<file path="config.mk">
export PLATFORM = sky130hd
export DESIGN_NAME = pwm_chan_counter
export DESIGN_NICKNAME = d
export VERILOG_FILES = /design/src/rtl/pwm_chan_pkg.sv /design/src/rtl/pwm_dbl_buf.sv /design/src/rtl/pwm_cnt_core.sv /design/src/rtl/pwm_wave.sv /design/src/rtl/pwm_chan_counter.sv
export SDC_FILE = /design/constraint.sdc
export NUM_CORES = 1
export LEC_CHECK = 0
export CAP_MARGIN = 20
export CORE_MARGIN = 1.5
export CORE_UTILIZATION = 55
export CTS_CLUSTER_SIZE = 40
export DETAILED_ROUTE_END_ITERATION = 7
export GPL_TIMING_DRIVEN = 0
export PLACE_DENSITY = 0.76
export REMOVE_ABC_BUFFERS = 1
export SKIP_LAST_GASP = 1
export SLEW_MARGIN = 20
export SYNTH_ARGS = -nofsm -noshare
export SYNTH_HDL_FRONTEND = slang
export SYNTH_SLANG_ARGS = --single-unit
</file>
<file path="constraint.sdc">
create_clock -name clk -period 1.7 [get_ports clk]
set_input_delay 0.17 -clock clk [delete_from_list [all_inputs] [get_ports clk]]
set_output_delay 0.17 -clock clk [all_outputs]
set_load 0.1 [all_outputs]
</file>
<file path="src/rtl/pwm_chan_pkg.sv">
package pwm_chan_pkg;

  // Register port addresses
  typedef enum logic [1:0] {
    REG_COUNT  = 2'd0,
    REG_PERIOD = 2'd1,
    REG_DUTY   = 2'd2,
    REG_NONE   = 2'd3
  } pwm_reg_e;

  // Counting direction (used in center-aligned mode)
  typedef enum logic {
    CNT_UP   = 1'b0,
    CNT_DOWN = 1'b1
  } cnt_dir_e;

endpackage

</file>
<file path="src/rtl/pwm_dbl_buf.sv">
module pwm_dbl_buf #(
  parameter int W = 8
) (
  input  logic         clk,
  input  logic         rst_n,
  input  logic         wr_per,
  input  logic         wr_duty,
  input  logic [W-1:0] wdata,
  input  logic         load,
  output logic [W-1:0] per_buf,
  output logic [W-1:0] duty_buf,
  output logic [W-1:0] per_act,
  output logic [W-1:0] duty_act,
  output logic [W-1:0] per_nxt,
  output logic [W-1:0] duty_nxt
);

  logic [W-1:0] per_buf_q,  per_buf_d;
  logic [W-1:0] duty_buf_q, duty_buf_d;
  logic [W-1:0] per_act_q,  per_act_d;
  logic [W-1:0] duty_act_q, duty_act_d;

  // Next state: buffers take writes, working copies take buffers on load
  always_comb begin
    per_buf_d  = per_buf_q;
    duty_buf_d = duty_buf_q;
    if (wr_per)  per_buf_d  = wdata;
    if (wr_duty) duty_buf_d = wdata;
    per_act_d  = per_act_q;
    duty_act_d = duty_act_q;
    if (load) begin
      per_act_d  = per_buf_q;
      duty_act_d = duty_buf_q;
    end
  end

  always_ff @(posedge clk or negedge rst_n) begin
    if (!rst_n) begin
      per_buf_q  <= '0;
      duty_buf_q <= '0;
      per_act_q  <= '0;
      duty_act_q <= '0;
    end else begin
      per_buf_q  <= per_buf_d;
      duty_buf_q <= duty_buf_d;
      per_act_q  <= per_act_d;
      duty_act_q <= duty_act_d;
    end
  end

  assign per_buf  = per_buf_q;
  assign duty_buf = duty_buf_q;
  assign per_act  = per_act_q;
  assign duty_act = duty_act_q;
  assign per_nxt  = per_act_d;
  assign duty_nxt = duty_act_d;

  // working copies move only on a load
  assert_hold_working_R9: assert property (@(posedge clk) disable iff (!rst_n)
    !load |=> ($stable(per_act_q) && $stable(duty_act_q)));

  // a load brings in the buffer contents of that cycle
  assert_load_copies_R5: assert property (@(posedge clk) disable iff (!rst_n)
    load |=> (per_act_q == $past(per_buf_q) && duty_act_q == $past(duty_buf_q)));

endmodule

</file>
<file path="src/rtl/pwm_cnt_core.sv">
module pwm_cnt_core
  import pwm_chan_pkg::*;
#(
  parameter int W = 8
) (
  input  logic         clk,
  input  logic         rst_n,
  input  logic         step,
  input  logic         clr,
  input  logic         center,
  input  logic [W-1:0] per_act,
  output logic [W-1:0] cnt,
  output logic [W-1:0] cnt_nxt,
  output logic         dir_down,
  output logic         period_end
);

  localparam int          W1   = W + 1;
  localparam logic [W-1:0] ONE = W'(1);

  logic [W-1:0] cnt_q, cnt_d;
  cnt_dir_e     dir_q, dir_d;
  logic [W1-1:0] up_wide;
  logic [W1-1:0] per_wide;

  assign up_wide  = {1'b0, cnt_q} + W1'(1);
  assign per_wide = {1'b0, per_act};

  always_comb begin
    cnt_d      = cnt_q;
    dir_d      = dir_q;
    period_end = 1'b0;
    if (clr) begin
      cnt_d = '0;
      dir_d = CNT_UP;
    end else if (step) begin
      if (per_act == '0) begin
        cnt_d      = '0;
        dir_d      = CNT_UP;
        period_end = 1'b1;
      end else if (!center) begin
        if (up_wide >= per_wide) begin
          cnt_d      = '0;
          dir_d      = CNT_UP;
          period_end = 1'b1;
        end else begin
          cnt_d = cnt_q + ONE;
        end
      end else if (dir_q == CNT_UP) begin
        if (cnt_q < per_act) begin
          cnt_d = cnt_q + ONE;
          if (up_wide >= per_wide) dir_d = CNT_DOWN;
        end else begin
          cnt_d = cnt_q - ONE;
          dir_d = CNT_DOWN;
        end
      end else begin
        if (cnt_q <= ONE) begin
          cnt_d      = '0;
          dir_d      = CNT_UP;
          period_end = 1'b1;
        end else begin
          cnt_d = cnt_q - ONE;
        end
      end
    end
  end

  always_ff @(posedge clk or negedge rst_n) begin
    if (!rst_n) begin
      cnt_q <= '0;
      dir_q <= CNT_UP;
    end else begin
      cnt_q <= cnt_d;
      dir_q <= dir_d;
    end
  end

  assign cnt      = cnt_q;
  assign cnt_nxt  = cnt_d;
  assign dir_down = (dir_q == CNT_DOWN);

  // counter write clears count and direction
  assert_clear_R4: assert property (@(posedge clk) disable iff (!rst_n)
    clr |=> (cnt_q == '0 && dir_q == CNT_UP));

  // without a step the count holds
  assert_freeze_R7: assert property (@(posedge clk) disable iff (!rst_n)
    (!step && !clr) |=> $stable(cnt_q));

  // edge mode wraps after P-1
  assert_left_wrap_R2: assert property (@(posedge clk) disable iff (!rst_n)
    (step && !clr && !center && per_act != '0 && cnt_q == per_act - ONE) |=> (cnt_q == '0));

  // triangle reverses at the top
  assert_center_top_R3: assert property (@(posedge clk) disable iff (!rst_n)
    (step && !clr && center && dir_q == CNT_UP && per_act != '0 && up_wide == per_wide)
    |=> (cnt_q == per_act && dir_q == CNT_DOWN));

  // triangle ends the period at zero and turns up
  assert_center_bottom_R3: assert property (@(posedge clk) disable iff (!rst_n)
    (step && !clr && center && dir_q == CNT_DOWN && cnt_q == ONE && per_act != '0)
    |=> (cnt_q == '0 && dir_q == CNT_UP));

endmodule

</file>
<file path="src/rtl/pwm_wave.sv">
module pwm_wave #(
  parameter int W = 8
) (
  input  logic         clk,
  input  logic         rst_n,
  input  logic         clr,
  input  logic         step,
  input  logic [W-1:0] cnt_nxt,
  input  logic [W-1:0] per_nxt,
  input  logic [W-1:0] duty_nxt,
  input  logic         pol_hi,
  output logic         pwm_out
);

  logic act_q, act_d;
  logic lvl;

  always_comb begin
    lvl   = (per_nxt == '0) || (duty_nxt >= per_nxt) || (cnt_nxt < duty_nxt);
    act_d = act_q;
    if (clr)       act_d = 1'b1;
    else if (step) act_d = lvl;
  end

  always_ff @(posedge clk or negedge rst_n) begin
    if (!rst_n) act_q <= 1'b0;
    else        act_q <= act_d;
  end

  assign pwm_out = pol_hi ? act_q : ~act_q;

  // counter write forces the active level
  assert_write_active_R6: assert property (@(posedge clk) disable iff (!rst_n)
    clr |=> act_q);

  // zero period keeps the output active
  assert_zero_period_R11: assert property (@(posedge clk) disable iff (!rst_n)
    (step && !clr && per_nxt == '0) |=> act_q);

  // no step, no change
  assert_hold_level_R7: assert property (@(posedge clk) disable iff (!rst_n)
    (!step && !clr) |=> $stable(act_q));

endmodule

</file>
<file path="src/rtl/pwm_chan_counter.sv">
module pwm_chan_counter
  import pwm_chan_pkg::*;
#(
  parameter int W           = 8,
  parameter int SYNC_STAGES = 2
) (
  input  logic         clk,
  input  logic         rst_n,
  input  logic         tick,
  input  logic         chan_en,
  input  logic         pol_hi,
  input  logic         center_mode,
  input  logic         reg_wr,
  input  logic [1:0]   reg_addr,
  input  logic [W-1:0] reg_wdata,
  output logic [W-1:0] reg_rdata,
  output logic         pwm_out
);

  // Reset: asserted asynchronously, released on the clock
  logic [SYNC_STAGES-1:0] rst_pipe;
  logic                   rst_n_i;

  always_ff @(posedge clk or negedge rst_n) begin
    if (!rst_n) rst_pipe <= '0;
    else        rst_pipe <= {rst_pipe[SYNC_STAGES-2:0], 1'b1};
  end
  assign rst_n_i = rst_pipe[SYNC_STAGES-1];

  // Register decode
  logic cnt_wr, per_wr, duty_wr;
  assign cnt_wr  = reg_wr && (reg_addr == REG_COUNT);
  assign per_wr  = reg_wr && (reg_addr == REG_PERIOD);
  assign duty_wr = reg_wr && (reg_addr == REG_DUTY);

  logic         step, period_end, load, dir_down;
  logic [W-1:0] cnt, cnt_nxt;
  logic [W-1:0] per_buf, duty_buf, per_act, duty_act, per_nxt, duty_nxt;

  assign step = tick && chan_en;
  assign load = cnt_wr || !chan_en || (step && period_end);

  pwm_dbl_buf #(.W(W)) u_buf (
    .clk      (clk),
    .rst_n    (rst_n_i),
    .wr_per   (per_wr),
    .wr_duty  (duty_wr),
    .wdata    (reg_wdata),
    .load     (load),
    .per_buf  (per_buf),
    .duty_buf (duty_buf),
    .per_act  (per_act),
    .duty_act (duty_act),
    .per_nxt  (per_nxt),
    .duty_nxt (duty_nxt)
  );

  pwm_cnt_core #(.W(W)) u_core (
    .clk        (clk),
    .rst_n      (rst_n_i),
    .step       (step),
    .clr        (cnt_wr),
    .center     (center_mode),
    .per_act    (per_act),
    .cnt        (cnt),
    .cnt_nxt    (cnt_nxt),
    .dir_down   (dir_down),
    .period_end (period_end)
  );

  pwm_wave #(.W(W)) u_wave (
    .clk      (clk),
    .rst_n    (rst_n_i),
    .clr      (cnt_wr),
    .step     (step),
    .cnt_nxt  (cnt_nxt),
    .per_nxt  (per_nxt),
    .duty_nxt (duty_nxt),
    .pol_hi   (pol_hi),
    .pwm_out  (pwm_out)
  );

  // Read mux, free of side effects
  always_comb begin
    case (reg_addr)
      REG_COUNT:  reg_rdata = cnt;
      REG_PERIOD: reg_rdata = per_buf;
      REG_DUTY:   reg_rdata = duty_buf;
      default:    reg_rdata = '0;
    endcase
  end

  // duty at or above a nonzero period never lets the output go inactive
  assert_full_duty_R11: assert property (@(posedge clk) disable iff (!rst_n_i)
    (step && !cnt_wr && per_nxt != '0 && duty_nxt >= per_nxt) |=> (pwm_out == pol_hi));

  // in triangle mode the direction is down only when the count is above zero
  assert_down_nonzero_R3: assert property (@(posedge clk) disable iff (!rst_n_i)
    (dir_down && center_mode && per_act != '0 && duty_act <= per_act) |-> (cnt != '0));

endmodule

</file>
==> results of run 1 <==
## stage by stage
step           util, %  instance area, um^2  instances  setup slack [ns]
2_1_floorplan        -                 3074        301            -2.711
3_5_place_dp     62.53                 3443        399            -3.540
4_1_cts          73.10                 4025        440            -2.423
6_report         79.12                 4357        453            -2.702
3_3_place_gp     62.01                 3415        398            -3.444
5_1_grt          79.12                 4357        453            -2.803
## final cells by class
cell class              instances  area [um^2]
inverters                      26        97.59
fillers                       310         1150
flip-flops and latches         44         1112
clock buffers                   6        82.58
repair buffers                 71        673.1
clock inverters                 2        10.01
multi-input cells             232         2291
well taps                      72        90.09
## flip-flops by register name, indices dropped and copies added (netlist names), named ones only
signal           cells
u_buf.duty_act       7
u_buf.per_act        8
u_core.dir_down      1
u_buf.duty_buf       8
u_wave.act_q         1
u_core.cnt           8
u_buf.per_buf        8
rst_pipe             2
## kinds of logic after synthesis
kind of cell | synth area share (%)
AO/OA/AOI/OAI | 15.63
multiplexers | 13.88
buffers and inverters | 5.407
XOR/XNOR | 2.505
AND/OR/NAND/NOR | 13.96
flip-flops | 34.99
adder cells (fa/ha/maj) | 13.52
other | 0.1192
## worst paths after layout
path	start	depth (start not counted)	end	slack, ns
min	rst_n	1	rst_pipe[1]	0.03
max reg2reg	u_core.cnt[2]	19	u_wave.act_q	-2.70
max	u_core.cnt[2]	19	u_wave.act_q	-2.70
min reg2reg	rst_pipe[1]	0	u_buf.per_buf[7]	0.28
min in group clk	rst_pipe[0]	0	rst_pipe[1]	0.37
max in group asynchronous	rst_pipe[1]	1	u_core.cnt[3]	0.91
## power groups by stage
stage	clock [W]	sequential (W)	combinational (W)
2_1_floorplan	0	0.00163	0.00221
3_3_place_gp	0	0.00180	0.00271
3_5_place_dp	0	0.00180	0.00282
4_1_cts	0.000707	0.00174	0.00360
5_1_grt	0.000757	0.00182	0.00466
6_report	0.000697	0.00181	0.00441
## critical path, delay by kind of cell, from the launching register on
family	cells	cell delay (ns)
muxes	1	0.27
DFF	1	0.45
and+or+nand+nor	6	0.92
adders and majority gates	2	0.55
buffers and inverters	1	0.18
xor gates and xnor gates	1	0.16
AOI/OAI and AO/OA	8	1.81
## cells in the mapped netlist (2+ instances only)
master,number
o21ai_0,15
a31oi_1,2
a22o_1,6
inv_1,26
a31oi_4,2
mux2_2,21
nor4_1,5
nand3b_1,4
xor2_1,4
or3_1,2
o31ai_1,4
nor3b_1,2
ha_1,34
nor3_1,7
a31o_2,2
nand3_1,6
and3_1,2
o2111ai_1,2
a21oi_1,9
o211ai_1,4
buf_2,3
nand4_1,2
a21o_1,3
nand2_1,25
xnor2_1,5
dfrtp_1,44
nor2_2,2
mux2i_1,20
nor2b_1,3
or4_1,2
clkbuf_1,8
o21a_1,2
a221oi_1,2
nand2b_1,3
nor2_1,10
## repair_timing
action	CTS	global route
setup buffers	32	14
resized for setup	126	44
hold buffers	0	0
endpoints found under the setup margin	44	34
cloned	1	0
pin swaps	21	31
## routing by layer
metal | vias to the layer above | global-route usage [%] | wire length [um]
met1 | 1428 | 36.87 | 3742
met4 | 0 | 12.86 | 684
met2 | 213 | 53.45 | 5206
met3 | 76 | 4.767 | 856
li1 | 1277 | - | -
met5 | - | 0 | 0
==> results.toml, run 1 <==
[status]
outcome = "finished with violations"
violations = "negative setup slack"

[synth]
avgSynthCellArea_um2 = 10.02
yosysSeqAreaShare_pct = 34.99
synthTopCellsByArea = "dfrtp_1 35%, ha_1 14%, mux2_2 7.5%"
synth_edf_count = 0
netlist_instances = 314
ys_ff_latch = 44
synth_top_area_cell = "dfrtp_1"
synthFlopType = "dfrtp_1"
ys_warn_count = 0
ys_types = 56
synth_top_area_share_pct = 34.99
synthArstFlopShare_pct = 100.0
netlist_area_um2 = 3147

[detailed_routing]
dr.first_iter.drc_count = 279
final_antenna_net_count = 0
firstDrtPassIters = 5
wirelength_um = 10490
wl_per_cell_um = 23.15
drc = 0
num_vias = 2994
routed_via_density = 6.609

[timing]
drv_slew = 0
fin_skew_ns = 0.008560
worst_slack_ns = -2.702
min_period_ns = 4.402
hold_viol_final = 0
rsz0062_at_grt = "true"
fin_crit_sh_pct = 259.0
holdWs_ns = 0.02939
maxSlewHeadroom_pct = 15.42
tns_ns = -38.50
finalSetupViolCount = 27
max_freq_mhz = 227.1
worstMarginPinSlew_ns = 1.266

[finish]
nets = 431
syn_to_final_growth_pct = 38.45
diodes = 0
layout_common_cells = "35 x dfrtp_1, 35 x buf_4, 27 x ha_1"
drive_gt1_share_pct = 41.21

[setup_path]
critPathSlowestCell = "dfrtp_2"
worstSetupEndpointType = "register"
start_kind = "register"
arrival_ns = 4.63
cpPeakStageDelay_ns = 0.45
crit_type = "register to register"
worstPathCellList = "nand3_1 > nor2_4 > nand3_2 > xnor2_2 > ha_1 > and3_4 > a221o_1 > a31oi_4 > a31oi_4 > a21oi_4 > buf_12 > mux2i_4 > ha_4 > a21oi_2 > nand2_1 > a221oi_2 > a2111oi_2 > and3_1 > o22ai_1"
worstPathMaxFanout = 7
crit_required_ns = 1.93
cp_common_cell = "a31oi_4"

[pwr]
pwr-share-clk_pct = 10.1
p_sw_share_pct = 47.48
power_w = 0.006914
p_leak_nw = 1.947
power.density_nw_per_um2 = 1587
comb_power_share_pct = 63.7
ir_worst_vdd_v = 0.0009013
p_switching_w = 0.003283
seq_power_share_pct = 26.2
p_int_w = 0.003631

[clocking]
h-tree-depth = 2
clock-sinks = 44
worstSkewPairLatency_ns = 0.31
cts.path.max_buffers = 2
cts_tree = "yes"
clkTransAtPathRegs_ns = 0.08
cts_root_buffer = "clkbuf_8"
cts_inserted_buffers = 5

[global_route]
antenna_found_initial = 0
track_usage_pct = 30.45
grt_pass1_vias = 2873
grt_pass1_wl_um = 14190
overflow = 0
grt_max_degree = 25

[place]
dpl.hpwl_um = 5633
io_buffers = 25
place_congestion = 0.8809

[die]
dieHeight_um = 78.64
die-width_um = 78.64
dieArea_um2 = 6184
num_io_pins = 26
start_util_pct = 57.15
row_count = 27
core-area_um2 = 5507

[flow_run]
maxCapViolations = 0

[worst_hold_path]
hold_class = "input pin to async pin"
Power figures use the tool's default switching activity.
==> run 2, diff against run 1 <==
SKIP_CTS_REPAIR_TIMING = 1   (was unset)
==> run 2 against run 1 <==
Compared with the run above:
- the run still ends with negative setup slack left
- power decreased by 7.6%
- clock-buffer cell count did not move
- setup slack improved by 0.18 ns
- first-iteration DRC count decreased by 42%
- global-route usage down 4.7 points
- design area fell by 3.4%
- routed wire length down 19%
- critical endpoint unchanged
- largest power group unchanged
- highest routed layer unchanged
==> results.toml, run 2 (synthesis gave the netlist of run 1 again) <==
[place]
place_congestion = 0.8809
io_buffers = 25
place_area_um2 = 3443
dpl.hpwl_um = 5633
post-place-cells = 399

[setup_path]
cpPeakStageDelay_ns = 0.45
worstPathCellList = "ha_4 > nand3_4 > nor2_4 > xor2_2 > ha_1 > and3_4 > a221o_1 > a31oi_4 > buf_4 > nand2_2 > a21oi_4 > buf_4 > a22o_1 > ha_4 > a21oi_1 > nand2_1 > a221oi_2 > a2111oi_2 > and3_1 > o22ai_1"
worstPathMaxFanout = 7
crit_buf_inv = 2
critPathSlowestCell = "dfrtp_2"
arrival_ns = 4.46
worstSetupEndpointType = "register"
crit_family = "compound AO/OA/AOI/OAI gates"
start_kind = "register"
crit_required_ns = 1.93
crit_type = "register to register"

[finish]
syn_to_final_growth_pct = 33.76
layout_commonest_cell = "buf_4"
layout_common_cells = "40 x buf_4, 35 x dfrtp_1, 30 x ha_1"
stdcell_area_um2 = 4209
nets = 434
instances_no_fill = 456
drive_gt1_share_pct = 36.72
diodes = 0
final_core_utilization_pct = 76.44

[global_route]
track_usage_pct = 25.71
grt_pass1_wl_um = 12100
antenna_found_initial = 0
overflow = 0
grt_pass1_vias = 2452
grt_max_degree = 25

[flow_run]
maxCapViolations = 0

[status]
outcome = "finished with violations"
violations = "negative setup slack"

[clocking]
h-tree-depth = 2
cts_tree = "yes"
cts_inserted_buffers = 5
cts_root_buffer = "clkbuf_8"
cts.path.max_buffers = 2
worstSkewPairLatency_ns = 0.31
clkTransAtPathRegs_ns = 0.08
clock-sinks = 44

[die]
num_io_pins = 26
core-area_um2 = 5507
start_util_pct = 57.15
dieArea_um2 = 6184
row_count = 27
die-width_um = 78.64
dieHeight_um = 78.64

[detailed_routing]
wirelength_um = 8476
drc = 0
routed_via_density = 5.941
firstDrtPassIters = 4
final_antenna_net_count = 0
num_vias = 2709
dr.first_iter.drc_count = 161
wl_per_cell_um = 18.59

[timing]
worst_slack_ns = -2.525
finalSetupViolCount = 29
maxSlewHeadroom_pct = 43.70
rsz0062_at_grt = "true"
fin_skew_ns = 0.003435
min_period_ns = 4.225
hold_viol_final = 0
max_freq_mhz = 236.7
tns_ns = -36.83
fin_crit_sh_pct = 248.6
worstMarginPinSlew_ns = 0.8427
drv_slew = 0

[pwr]
power_w = 0.006391
p_switching_w = 0.002924
power.density_nw_per_um2 = 1518
seq_power_share_pct = 28.2
ir_worst_vdd_v = 0.0008157
p_leak_nw = 1.971
pwr-share-clk_pct = 10.8
p_sw_share_pct = 45.75
p_int_w = 0.003467
comb_power_share_pct = 61.0

[worst_hold_path]
hold_class = "input pin to async pin"
[run 2: cell types whose count changed in the layout (fill, tap and decap cells not counted), sizes merged]
| cell | change |
|---|---|
| clkbuf | +6 |
| clkdlybuf4s15 | -1 |
| buf | -3 |
| nor2b | -1 |
| dlymetal6s2s | +3 |
| dlygate4sd2 | -1 |
[run 2: stage by stage]
step	hold slack (ns)	worst slack (ns)
detailed placement	0.2732	-3.540
floorplan	-0.1256	-2.711
CTS	0.01689	-3.587
global placement	0.3368	-3.444
global route	0.02322	-2.678
finish	0.02443	-2.525
[run 2: cell type report]
cell class | instances | area [um^2]
clock buffers | 6 | 82.58
clock inverters | 2 | 10.01
fillers | 344 | 1297
inverters | 26 | 100.1
multi-input cells | 231 | 2135
flip-flops and latches | 44 | 1112
well taps | 72 | 90.09
repair buffers | 75 | 679.4
[run 2: final timing paths]
kind                          startpoint               end  slack [ns]  cells past startpoint
max                        u_core.cnt[1]      u_wave.act_q       -2.53                     20
min                                rst_n       rst_pipe[1]        0.02                      1
max reg2reg                u_core.cnt[1]      u_wave.act_q       -2.53                     20
min reg2reg                  rst_pipe[1]  u_buf.per_buf[2]        0.27                      0
max in group asynchronous    rst_pipe[1]     u_core.cnt[7]        0.93                      1
min in group clk             rst_pipe[0]       rst_pipe[1]        0.37                      0
[run 2: power by group through the flow]
stage | Clock, W | Combinational [W] | Sequential, W
final | 0.000687 | 0.00390 | 0.00180
after global routing | 0.000746 | 0.00421 | 0.00184
after CTS | 0.000707 | 0.00285 | 0.00178
after detailed placement | 0 | 0.00282 | 0.00180
after global placement | 0 | 0.00271 | 0.00180
after floorplan | 0 | 0.00221 | 0.00163
[run 2: per-layer routing]
metal  up-vias  GRT usage, %  part of all wire (%)
met4         0         8.571                   1.9
met2        94         43.36                    51
met5         -             0                     0
met1      1319         33.70                    41
li1       1278             -                     -
met3        18         3.837                   5.8
